**src/rtl/fsb_pkg.sv**
```systemverilog
package fsb_pkg;
   typedef enum logic [2:0] {
      OP_IDLE   = 3'd0,
      OP_PROG   = 3'd1,
      OP_BERASE = 3'd2,
      OP_CHIP   = 3'd3,
      OP_SUSP   = 3'd4,
      OP_SPROG  = 3'd5
   } op_mode_e;

   localparam int STAT_W = 8;
   localparam int B_POLL = 7;
   localparam int B_TOG  = 6;
   localparam int B_ERR  = 5;
   localparam int B_WIN  = 3;
   localparam int B_ATOG = 2;

   // Modes in which the controller is busy and the general toggle runs
   function automatic logic busy_mode(op_mode_e m);
      return (m == OP_PROG) || (m == OP_BERASE) || (m == OP_CHIP) || (m == OP_SPROG);
   endfunction

   function automatic logic prog_mode(op_mode_e m);
      return (m == OP_PROG) || (m == OP_SPROG);
   endfunction
endpackage

```
**src/rtl/fsb_toggle.sv**
```systemverilog
module fsb_toggle (
   input  logic clk,
   input  logic rst_n,
   input  logic step,
   output logic q
);
   always_ff @(posedge clk or negedge rst_n) begin
      if (!rst_n)    q <= 1'b0;
      else if (step) q <= ~q;
   end
endmodule

```
**src/rtl/fsb_err_track.sv**
```systemverilog
module fsb_err_track
   import fsb_pkg::*;
#(
   parameter int NUM_BLOCKS = 16
) (
   input  logic                  clk,
   input  logic                  rst_n,
   input  op_mode_e              mode,
   input  logic                  fail_pulse,
   input  logic                  clr_err,
   input  logic [7:0]            prog_data,
   input  logic [7:0]            cell_data,
   input  logic [NUM_BLOCKS-1:0] erase_mask,
   output logic                  err,
   output logic [NUM_BLOCKS-1:0] fault_mask
);
   logic                  bad_bit;
   logic                  set_err;
   logic [NUM_BLOCKS-1:0] fault_add;

   always_comb begin
      // a 1 requested over a cell already at 0 cannot be programmed
      bad_bit = prog_mode(mode) && (|(prog_data & ~cell_data));
      set_err = (fail_pulse && busy_mode(mode)) || bad_bit;
      unique case (mode)
         OP_CHIP:   fault_add = fail_pulse ? '1 : '0;
         OP_BERASE: fault_add = fail_pulse ? erase_mask : '0;
         default:   fault_add = '0;
      endcase
   end

   always_ff @(posedge clk or negedge rst_n) begin
      if (!rst_n) begin
         err        <= 1'b0;
         fault_mask <= '0;
      end else if (clr_err) begin
         err        <= 1'b0;
         fault_mask <= '0;
      end else begin
         if (set_err) err <= 1'b1;
         fault_mask <= fault_mask | fault_add;
      end
   end
endmodule

```
**src/rtl/fsb_window_timer.sv**
```systemverilog
module fsb_window_timer #(
   parameter int WIN_CYC = 100
) (
   input  logic clk,
   input  logic rst_n,
   input  logic start,
   output logic done
);
   localparam int CNT_W = $clog2(WIN_CYC + 1);

   logic [CNT_W-1:0] cnt;

   always_ff @(posedge clk or negedge rst_n) begin
      if (!rst_n)             cnt <= '0;
      else if (start)         cnt <= CNT_W'(WIN_CYC);
      else if (cnt != '0)     cnt <= cnt - 1'b1;
   end

   assign done = (cnt == '0);
endmodule

```
**src/rtl/fsb_status_gen.sv**
```systemverilog
module fsb_status_gen
   import fsb_pkg::*;
#(
   parameter int NUM_BLOCKS = 16,
   parameter int WIN_CYC    = 100,
   localparam int BLK_W     = $clog2(NUM_BLOCKS)
) (
   input  logic                  clk,
   input  logic                  rst_n,
   input  logic [2:0]            op_mode,
   input  logic [NUM_BLOCKS-1:0] erase_mask,
   input  logic [BLK_W-1:0]      rd_blk,
   input  logic [7:0]            prog_data,
   input  logic [7:0]            cell_data,
   input  logic                  fail_pulse,
   input  logic                  clr_err,
   input  logic                  erase_cmd,
   input  logic                  rd_strb,
   output logic [STAT_W-1:0]     status_o,
   output logic                  arr_sel
);
   localparam int N_TOG = 2;   // index 0: general toggle, index 1: address toggle

   if (NUM_BLOCKS < 2 || (1 << BLK_W) != NUM_BLOCKS) begin : g_chk_blocks
      $error("NUM_BLOCKS must be a power of two of at least 2");
   end
   if (WIN_CYC < 1) begin : g_chk_win
      $error("WIN_CYC must be at least 1");
   end

   op_mode_e              mode;
   logic                  strb_q;
   logic                  rise;
   logic                  in_blk;
   logic                  in_fault;
   logic                  err;
   logic                  win_done;
   logic [NUM_BLOCKS-1:0] fault_mask;
   logic [N_TOG-1:0]      tog_run;
   logic [N_TOG-1:0]      tog_q;

   assign mode = op_mode_e'(op_mode);

   always_ff @(posedge clk or negedge rst_n) begin
      if (!rst_n) strb_q <= 1'b0;
      else        strb_q <= rd_strb;
   end
   assign rise = rd_strb & ~strb_q;

   assign in_blk   = erase_mask[rd_blk];
   assign in_fault = fault_mask[rd_blk];

   always_comb begin
      tog_run[0] = busy_mode(mode);
      unique case (mode)
         OP_BERASE, OP_SUSP: tog_run[1] = in_blk;
         OP_CHIP:            tog_run[1] = 1'b1;
         default:            tog_run[1] = err && in_fault;
      endcase
   end

   for (genvar g = 0; g < N_TOG; g++) begin : g_tog
      fsb_toggle u_tog (
         .clk   (clk),
         .rst_n (rst_n),
         .step  (tog_run[g] & rise),
         .q     (tog_q[g])
      );
   end

   fsb_err_track #(.NUM_BLOCKS(NUM_BLOCKS)) u_err (
      .clk        (clk),
      .rst_n      (rst_n),
      .mode       (mode),
      .fail_pulse (fail_pulse),
      .clr_err    (clr_err),
      .prog_data  (prog_data),
      .cell_data  (cell_data),
      .erase_mask (erase_mask),
      .err        (err),
      .fault_mask (fault_mask)
   );

   fsb_window_timer #(.WIN_CYC(WIN_CYC)) u_win (
      .clk   (clk),
      .rst_n (rst_n),
      .start (erase_cmd),
      .done  (win_done)
   );

   always_comb begin
      status_o = '0;
      unique case (mode)
         OP_PROG, OP_SPROG:  status_o[B_POLL] = ~prog_data[7];
         OP_BERASE, OP_CHIP: status_o[B_POLL] = 1'b0;
         default:            status_o[B_POLL] = 1'b1;
      endcase
      status_o[B_TOG]  = (mode == OP_SUSP && in_blk) ? 1'b1 : tog_q[0];
      status_o[B_ERR]  = err;
      status_o[B_WIN]  = win_done;
      status_o[B_ATOG] = tog_run[1] ? tog_q[1] : 1'b1;
      arr_sel = ((mode == OP_IDLE) && !err) || ((mode == OP_SUSP) && !in_blk);
   end
endmodule

```
**config.mk**
```make
export PLATFORM = sky130hd
export DESIGN_NAME = fsb_status_gen
export DESIGN_NICKNAME = d
export VERILOG_FILES = /design/src/rtl/fsb_pkg.sv /design/src/rtl/fsb_toggle.sv /design/src/rtl/fsb_err_track.sv /design/src/rtl/fsb_window_timer.sv /design/src/rtl/fsb_status_gen.sv
export SDC_FILE = /design/constraint.sdc
export NUM_CORES = 1
export LEC_CHECK = 0
export CORE_UTILIZATION = 41
export DETAILED_ROUTE_END_ITERATION = 8
export PLACE_DENSITY = 0.86
export RECOVER_POWER = 100
export SETUP_SLACK_MARGIN = 0.02
export SYNTH_ARGS = -nofsm -noshare
export SYNTH_HDL_FRONTEND = slang
export SYNTH_SLANG_ARGS = --single-unit
```
**constraint.sdc**
```tcl
create_clock -name clk -period 1.8 [get_ports clk]
set_input_delay 0.18 -clock clk [delete_from_list [all_inputs] [get_ports clk]]
set_output_delay 0.18 -clock clk [all_outputs]
set_load 0.005 [all_outputs]
```
Yosys cells after proc, flatten, opt, wreduce, memory -nomap -nowiden
Cells that the tools add are included. W data, S select, Z words.

Register bits after elaboration: 27. Input bits: 45. Output and inout bits: 9. Logic and storage cells: 62.

Add/subtract/negate cells: 1. Order comparisons: 1. Equality and inequality tests: 5. Mux-type cells: 16. Bitwise gates (word level): 10. Reduce and logical (&&, ||, !) cells: 23.

Operators by type and width (count): $mux W16 (3); $pmux W16 S2 (1); $or A16 B16 Y16 (1); $mux W7 (2); $and A8 B8 Y8 (1); $bmux W1 S4 (2); $not A8 Y8 (1); $reduce_or A8 Y1 (1); $logic_not A7 Y1 (1); $reduce_bool A7 Y1 (1); $sub A7 B1 Y7 const B (1); $eq A3 B2 Y1 const B (2); $eq A3 B3 Y1 const B (2); $logic_and A1 B1 Y1 (6); $logic_or A1 B1 Y1 (6); $mux W1 (6); $reduce_or A2 Y1 (3); $lt A4 B5 Y1 const B (1); $not A1 Y1 (4); $pmux W1 S2 (2); $reduce_bool A2 Y1 (2); $and A1 B1 Y1 (3); $eq A3 B1 Y1 const B (1); $logic_not A3 Y1 (1); $logic_not A1 Y1 (2).

Depth between registers and ports, before layout
Gate-level depths: netlist (run 1).

Depth in word-level cells: 8. Gate-level depth with buffers: 8. Gate-level depth less buffers: 8.

Modules after synthesis
Synthesis (run 1) repeated with hierarchy kept, for this count alone.

Cell total of the unflattened synthesis: 189. Area total of the unflattened synthesis: 1820.5 sq um.

Modules (own cells, without submodules): fsb_err_track (instances 1, cells each 86, area an instance 864.6 sq um); fsb_status_gen (instances 1, cells each 58, area an instance 474.2 sq um); fsb_window_timer (instances 1, cells each 41, area an instance 414.1 sq um); fsb_toggle (instances 2, cells each 2, area an instance 33.8 sq um).

Worst setup path after synthesis (run 1)
OpenSTA, ideal clock, no wires.

Kind: register -> register. From: register u_win.cnt[0]. To: register u_win.cnt[5]. Library setup time: 0.121 ns. Data arrival time: 1.597 ns. Required time: 1.679 ns. Path slack: 0.082 ns. Cell stages (with the launch flop): 9. Buffers on the path: 0. Period minus slack after synthesis: 1.718 ns. Path through: dfrtp_1 -> inv_1 -> ha_1 -> nand2b_1 -> or4_1 -> nor2_2 -> nor4_1 -> xnor2_1 -> nand2b_1.

Word-level cells in the longest chain between the ends: 3.

Ends and longest elaborated chain: start: declaration (RTL line fsb_window_timer.sv:11) `logic [CNT_W-1:0] cnt;`; start signal: assignment (RTL line fsb_window_timer.sv:15) `else if (start) cnt <= CNT_W'(WIN_CYC);`; start signal: assignment (RTL line fsb_window_timer.sv:16) `else if (cnt != '0) cnt <= cnt - 1'b1;`; $sub A7 B1 Y7 (RTL line fsb_window_timer.sv:16); $mux W7 (RTL line fsb_window_timer.sv:16); $mux W7 (RTL line fsb_window_timer.sv:15).

Parallel ways exist; a longest one is shown, timed or not. The select of a mux whose other input is x is not followed. A chain may end at the register's enable or synchronous reset.

Final worst setup path (run 1)
From: register u_err.fault_mask[0]. To: output status_o[2].

Word-level cells in the longest chain between the ends: 5.

Ends and longest elaborated chain: start: declaration (RTL line fsb_err_track.sv:15) `output logic [NUM_BLOCKS-1:0] fault_mask`; start signal: assignment (RTL line fsb_err_track.sv:41) `fault_mask <= fault_mask | fault_add;`; $bmux W1 S4 (RTL line fsb_status_gen.sv:51) `assign in_fault = fault_mask[rd_blk];`; $mux W1 (not written as such) (RTL line fsb_status_gen.sv:51); $logic_and A1 B1 Y1 (RTL line fsb_status_gen.sv:58) `default: tog_run[1] = err && in_fault;`; $pmux W1 S2 (RTL line fsb_status_gen.sv:55) `unique case (mode)`; $mux W1 (RTL line fsb_status_gen.sv:101) `status_o[B_ATOG] = tog_run[1] ? tog_q[1] : 1'b1;`; end: declaration (RTL line fsb_status_gen.sv:19) `output logic [STAT_W-1:0] status_o,`.

Every way passes these cells. The select of a mux whose other input is x is not followed.

==> impl_metrics.toml, run 1 <==
[outcome]
status = "finished with violations"
violations = "negative setup slack"

[synth]
yosys_warnings = 0
avgSynthCellArea_um2 = 9.50
netlist_area_um2 = 1660
synth_edf_count = 0
synthFlopType = "dfrtp_1"
yosysMostFrequentCell = "nor2_1"
ys_types = 47
synth_seq_cells = 27
synth_common_cells = "nor2_1, dfrtp_1, a211oi_1"
yosys-top-cells-area = "dfrtp_1, a211oi_1, nor2_1"
synthCells = 175
async_flop_share_pct = 100
synth_area_leader_cell = "dfrtp_1"
synth.top_cell.area_share_pct = 40.6
synth-seq-area-share_pct = 40.6

[global_routing]
antenna_found_initial = 0
grt_usage_pct = 22.5
grt_pass1_vias = 1625
grt_pass1_wl_um = 7420
grt-ovfl-total = 0
grt_max_degree = 28

[floorplanning]
rows = 22
start_util_pct = 44.1
io-pin-count = 54
die_x_um = 65.7
die_area_um2 = 4310
core_um2 = 3770
die_h_um = 65.7

[cells_and_area]
num-nets-final = 312
area_delta_synth_final_pct = 62.1
drive_gt1_share_pct = 34.3
fin_util_pct = 71.5
n_antenna_cell = 0
fin_cells = 313

[sta]
tns_ns = -0.246
finalClockSkew_ns = 0.000954
fin_hold_ws_ns = 0.176
slew_headroom_pct = 54.7
slew_viol_final = 0
setup_violations = 7
fin_crit_ns = 1.89
finalHoldViolations = 0
timing.fmax_mhz = 529
fin_ws_ns = -0.0892
rsz0062_at_grt = "true"
tightest_slew_ns = 0.679
fin_crit_sh_pct = 105

[placed_design]
io_buffers = 50
dp_hpwl_um = 3200
dp.cells = 299
gp_congestion = 0.861

[power_and_ir_drop]
ir_drop_mv = 0.421
total_leakage_power_nw = 1.24
p_per_area_nw_per_um2 = 582

[routing]
drt-initial-drc-count = 57
avgRoutedWirePerCell_um = 15.2
drcViolationCount = 0
wl_um = 4770
vias_per_cell = 5.35
drt_first_pass_iters = 5
vias = 1676
ant_nets = 0

[flow_run]
max_cap_viol_count = 0

[clocking]
hold_buffers = 0
h-tree-depth = 1
cts.sinks = 27
cts_root_buffer = "clkbuf_8"
cts.reportedPaths.clkPinSlew_ns = 0.09
cts_buffers = 3
cts_tree = "done"
cts_buffer_depth = 2
clk_latency_ns = 0.27

[min_path]
hold_depth = 3
hold_class = "in2reg"
whs_endpoint = "u_err.fault_mask[15]"
min_from = "erase_mask[15]"

[critical_path]
crit_path_end_kind = "output port"
critPathMaxFanout = 2
worst-r2r-cell-count = 9
start_kind = "flip-flop"
r2r-end = "u_win.cnt[0]"
reg2reg_from = "u_win.cnt[1]"
worstPathRequired_ns = 1.62
crit_start = "u_err.fault_mask[0]"
critPathKind = "reg2out"
r2r_slack_ns = -0.05
cp_data_arrival_time_ns = 1.71
layout make-up:
type / instances / area (µm²)
flip-flops and latches: 27 / 676
multi-input cells: 123 / 1030
fillers: 275 / 1080
well taps: 48 / 60.1
inverters: 13 / 48.8
repair buffers: 98 / 836
clock buffers: 4 / 45.0
state kept, by name, summed over array words and instances (netlist names):
register          flops
u_win.cnt             7
u_err.fault_mask     16
u_err.err             1
g_tog.u_tog.q         2
strb_q                1
layer usage:
metal,up-vias,global-route usage (%),routed length (µm)
met5,-,0,0
met3,8,3.13,247
met4,0,7.88,76
met1,814,26.8,1990
met2,53,40.7,2450
li1,801,-,-
critical path, cell delays in order (launching register included):
cell,delay (ns)
dfrtp_1,0.39
nor2b_4,0.13
a2111oi_4,0.31
nor3_1,0.09
a31oi_1,0.23
a41o_1,0.18
buf_2,0.11
where the power goes:
part           internal [W]  leakage [nW]  switching (W)  total (W)
clock network      0.000158        0.0228       0.000184   0.000342
logic              0.000294         0.870       0.000227   0.000521
registers          0.000665         0.347      0.0000407   0.000705
total               0.00112          1.24       0.000452    0.00157
timing repair:
item	in CTS	in global routing
endpoints found under the setup margin	24	11
endpoints found under the hold margin	0	0
pin swaps	15	18
buffers inserted	6	5
gates resized for setup	71	28
cell families (layout without fill, tap and decap cells):
group                    count (synthesis)  count (layout)  synth area share [%]
XOR/XNOR                                 6               6                  3.16
adder cells (fa/ha/maj)                  1               1                 0.752
other                                    1               3                 0.226
AO/OA/AOI/OAI                           46              46                  20.7
flip-flops                              27              27                  40.6
buffers and inverters                   27             115                  8.80
AND/OR/NAND/NOR                         56              56                  16.8
multiplexers                            11              11                  8.95
per-stage QoR:
stage                     area [µm²]  worst slack (ns)  power, W
after global routing            2700            -0.187   0.00165
after CTS                       2570            -0.131   0.00153
after detailed placement        2420            -0.778   0.00117
after floorplan                 1670            0.0817  0.000909
after global placement          2420            -0.751   0.00116
final                           2700           -0.0892   0.00157
cell usage in the layout (no fill, tap or decap), types with 2 or more instances in the layout:
| master | count |
|---|---|
| buf_4 | 40 |
| dfrtp_1 | 27 |
| nor2_1 | 24 |
| clkdlybuf4s50_1 | 19 |
| a211oi_1 | 17 |
| inv_1 | 11 |
| dlygate4sd2_1 | 11 |
| mux2i_1 | 7 |
| a21oi_1 | 6 |
| o22ai_1 | 5 |
| buf_2 | 5 |
| nand2_1 | 4 |
| clkdlybuf4s15_1 | 4 |
| dlymetal6s2s_1 | 4 |
| dlygate4sd3_1 | 4 |
| buf_6 | 4 |
| nor2b_1 | 3 |
| nand2b_1 | 3 |
| nor2_4 | 3 |
| xnor2_2 | 3 |
| o21ai_0 | 3 |
| conb_1 | 3 |
| clkbuf_8 | 3 |
| clkbuf_2 | 3 |
| inv_2 | 2 |
| nor2_2 | 2 |
| and3_1 | 2 |
| mux4_2 | 2 |
| nor2b_4 | 2 |
| a2111oi_4 | 2 |
| mux2_4 | 2 |
| o21ai_4 | 2 |
| nor3_4 | 2 |
| nor3_1 | 2 |
| nor4_2 | 2 |
| xor2_1 | 2 |
| clkbuf_1 | 2 |
| clkdlybuf4s15_2 | 2 |
how the worst max path moves through the flow:
stage / to / slack [ns] / depth (start not counted)
finish: status_o[2] / -0.09 / 6
detailed placement: arr_sel / -0.78 / 8
global placement: arr_sel / -0.75 / 8
CTS: arr_sel / -0.13 / 9
global route: status_o[2] / -0.19 / 6
floorplan: u_win.cnt[5] / 0.08 / 8
Note: power is estimated with default switching activity, not from simulation.
==> run 2: changes to the inputs <==
--- a/config.mk
+++ b/config.mk
@@ -5,9 +5,10 @@
 export SDC_FILE = /design/constraint.sdc
 export NUM_CORES = 1
 export LEC_CHECK = 0
-export CORE_UTILIZATION = 41
+export CORE_UTILIZATION = 55
 export DETAILED_ROUTE_END_ITERATION = 8
-export PLACE_DENSITY = 0.86
+export DONT_BUFFER_PORTS = 1
+export PLACE_DENSITY = 0.84
 export RECOVER_POWER = 100
 export SETUP_SLACK_MARGIN = 0.02
 export SYNTH_ARGS = -nofsm -noshare
==> impl_metrics.toml, run 2 (synthesized netlist as in run 1, its figures left out) <==
[critical_path]
critPathMaxFanout = 6
crit_path_end_kind = "output port"
worstPathRequired_ns = 1.62
start_kind = "flip-flop"
crit_chain = "inv_2, ha_4, nand2b_4, or4_4, nor2_4, buf_4"
cp_slowest_cell = "or4_4"
critPathKind = "reg2out"
cp_data_arrival_time_ns = 1.76
max_stage_delay_ns = 0.45

[clocking]
cts_root_buffer = "clkbuf_4"
cts.sinks = 27
clk_latency_ns = 0.33
cts_buffers = 3
cts.reportedPaths.clkPinSlew_ns = 0.15
h-tree-depth = 1
cts_buffer_depth = 2
cts_tree = "done"

[cells_and_area]
n_antenna_cell = 0
fin_cells = 217
largestRegisters = "u_err.fault_mask: 16 flops, u_win.cnt: 7 flops, g_tog.u_tog.q: 2 flops"
fill_cells = 217
mostFrequentLayoutCells = "nor2_1, dfrtp_1, a211oi_1, inv_1, dlygate4sd3_1"
largest-register = "u_err.fault_mask"
multi_input_comb_area_um2 = 922
num-nets-final = 233
drive_gt1_share_pct = 15.1
final_area_um2 = 1880
area_delta_synth_final_pct = 12.9
regArea_um2 = 676
largest_reg_flops = 16

[floorplanning]
die_x_um = 57.0
io-pin-count = 54
start_util_pct = 59.3
core_um2 = 2810
die_area_um2 = 3250
rows = 19
die_h_um = 57.0

[placed_design]
dp.cells = 195
gp_congestion = 0.776
dp_hpwl_um = 2440
io_buffers = 0
place_area_um2 = 1620

[routing]
vias_per_cell = 6.32
drt_first_pass_iters = 6
ant_nets = 0
drcViolationCount = 14
drt-initial-drc-count = 70
vias = 1371
wl_um = 3600
avgRoutedWirePerCell_um = 16.6

[sta]
fin_crit_ns = 1.94
tns_ns = -0.278
rsz0062_at_grt = "true"
fin_ws_ns = -0.145
tightest_slew_ns = 1.41
slew_headroom_pct = 5.99
timing.fmax_mhz = 514
fin_crit_sh_pct = 108
fin_hold_ws_ns = 0.00182
setup_violations = 2
slew_viol_final = 0
finalClockSkew_ns = 0.0114
finalHoldViolations = 0

[global_routing]
grt_pass1_vias = 1410
grt-ovfl-total = 0
grt_usage_pct = 23.5
antenna_found_initial = 0
grt_max_degree = 28
grt_pass1_wl_um = 5980

[power_and_ir_drop]
ir_drop_mv = 0.482
p_total_w = 0.00126
total_leakage_power_nw = 0.801
p_per_area_nw_per_um2 = 672

[flow_run]
max_cap_viol_count = 0

[min_path]
hold_class = "in2reg"

[outcome]
status = "finished with violations"
violations = "design-rule violations, negative setup slack"
-- run 2: power by group --
group          total, W  switching, W  leakage, nW  internal [W]
combinational  0.000290      0.000136        0.436      0.000154
sequential     0.000710     0.0000452        0.347      0.000665
clock          0.000262      0.000179       0.0177     0.0000835
total           0.00126      0.000360        0.801      0.000902
-- run 2: per-stage QoR --
step / utilization [%] / worst slack (ns)
3_5_place_dp: 57.7 / -0.00310
3_3_place_gp: 57.7 / 0.102
5_1_grt: 66.9 / -0.235
2_1_floorplan: - / 0.0817
4_1_cts: 66.5 / -0.121
6_report: 66.9 / -0.145
-- run 2: final timing paths --
check,from,to,cells after the start,slack (ns)
worst max-delay path,u_win.cnt[0],status_o[3],6,-0.14
worst min-delay path,erase_mask[2],u_err.fault_mask[2],2,0.002
worst max register to register,u_win.cnt[0],u_win.cnt[5],9,0.04
worst min register to register,g_tog[1].u_tog.q,g_tog[1].u_tog.q,1,0.48
max in group asynchronous,rst_n,u_err.fault_mask[15],2,0.29
min in group asynchronous,rst_n,g_tog[0].u_tog.q,2,0.69
-- run 2: area by class of cell --
class	instances	share of cell area, %
tap	31	2.07
clock inverter	1	0.267
timing repair buffer	19	8.73
sequential	27	36.0
inverter	13	2.60
multi-input combinational	123	49.1
clock buffer	3	1.20
-- run 2: critical path: cells and delay by family (launching register included) --
kind / cells / cell delay, ns
and+or+nand+nor: 3 / 0.62
buffers and inverters: 2 / 0.26
DFF: 1 / 0.41
adders and majority gates: 1 / 0.15
-- run 2: routing by layer --
metal  vias to the layer above  share of wire (%)  GRT usage (%)
li1                        645                  -              -
met4                         0               0.72           8.01
met1                       659                 43           30.7
met3                         4                8.5           6.58
met2                        63                 48           38.0
met5                         -                  0              0
-- run 2: repair_timing --
action,CTS,global route
hold buffers,12,0
pin swaps,4,7
gates resized for setup,11,8
setup buffers,6,2
endpoints found under the hold margin,52,0
setup endpoints to repair,5,6
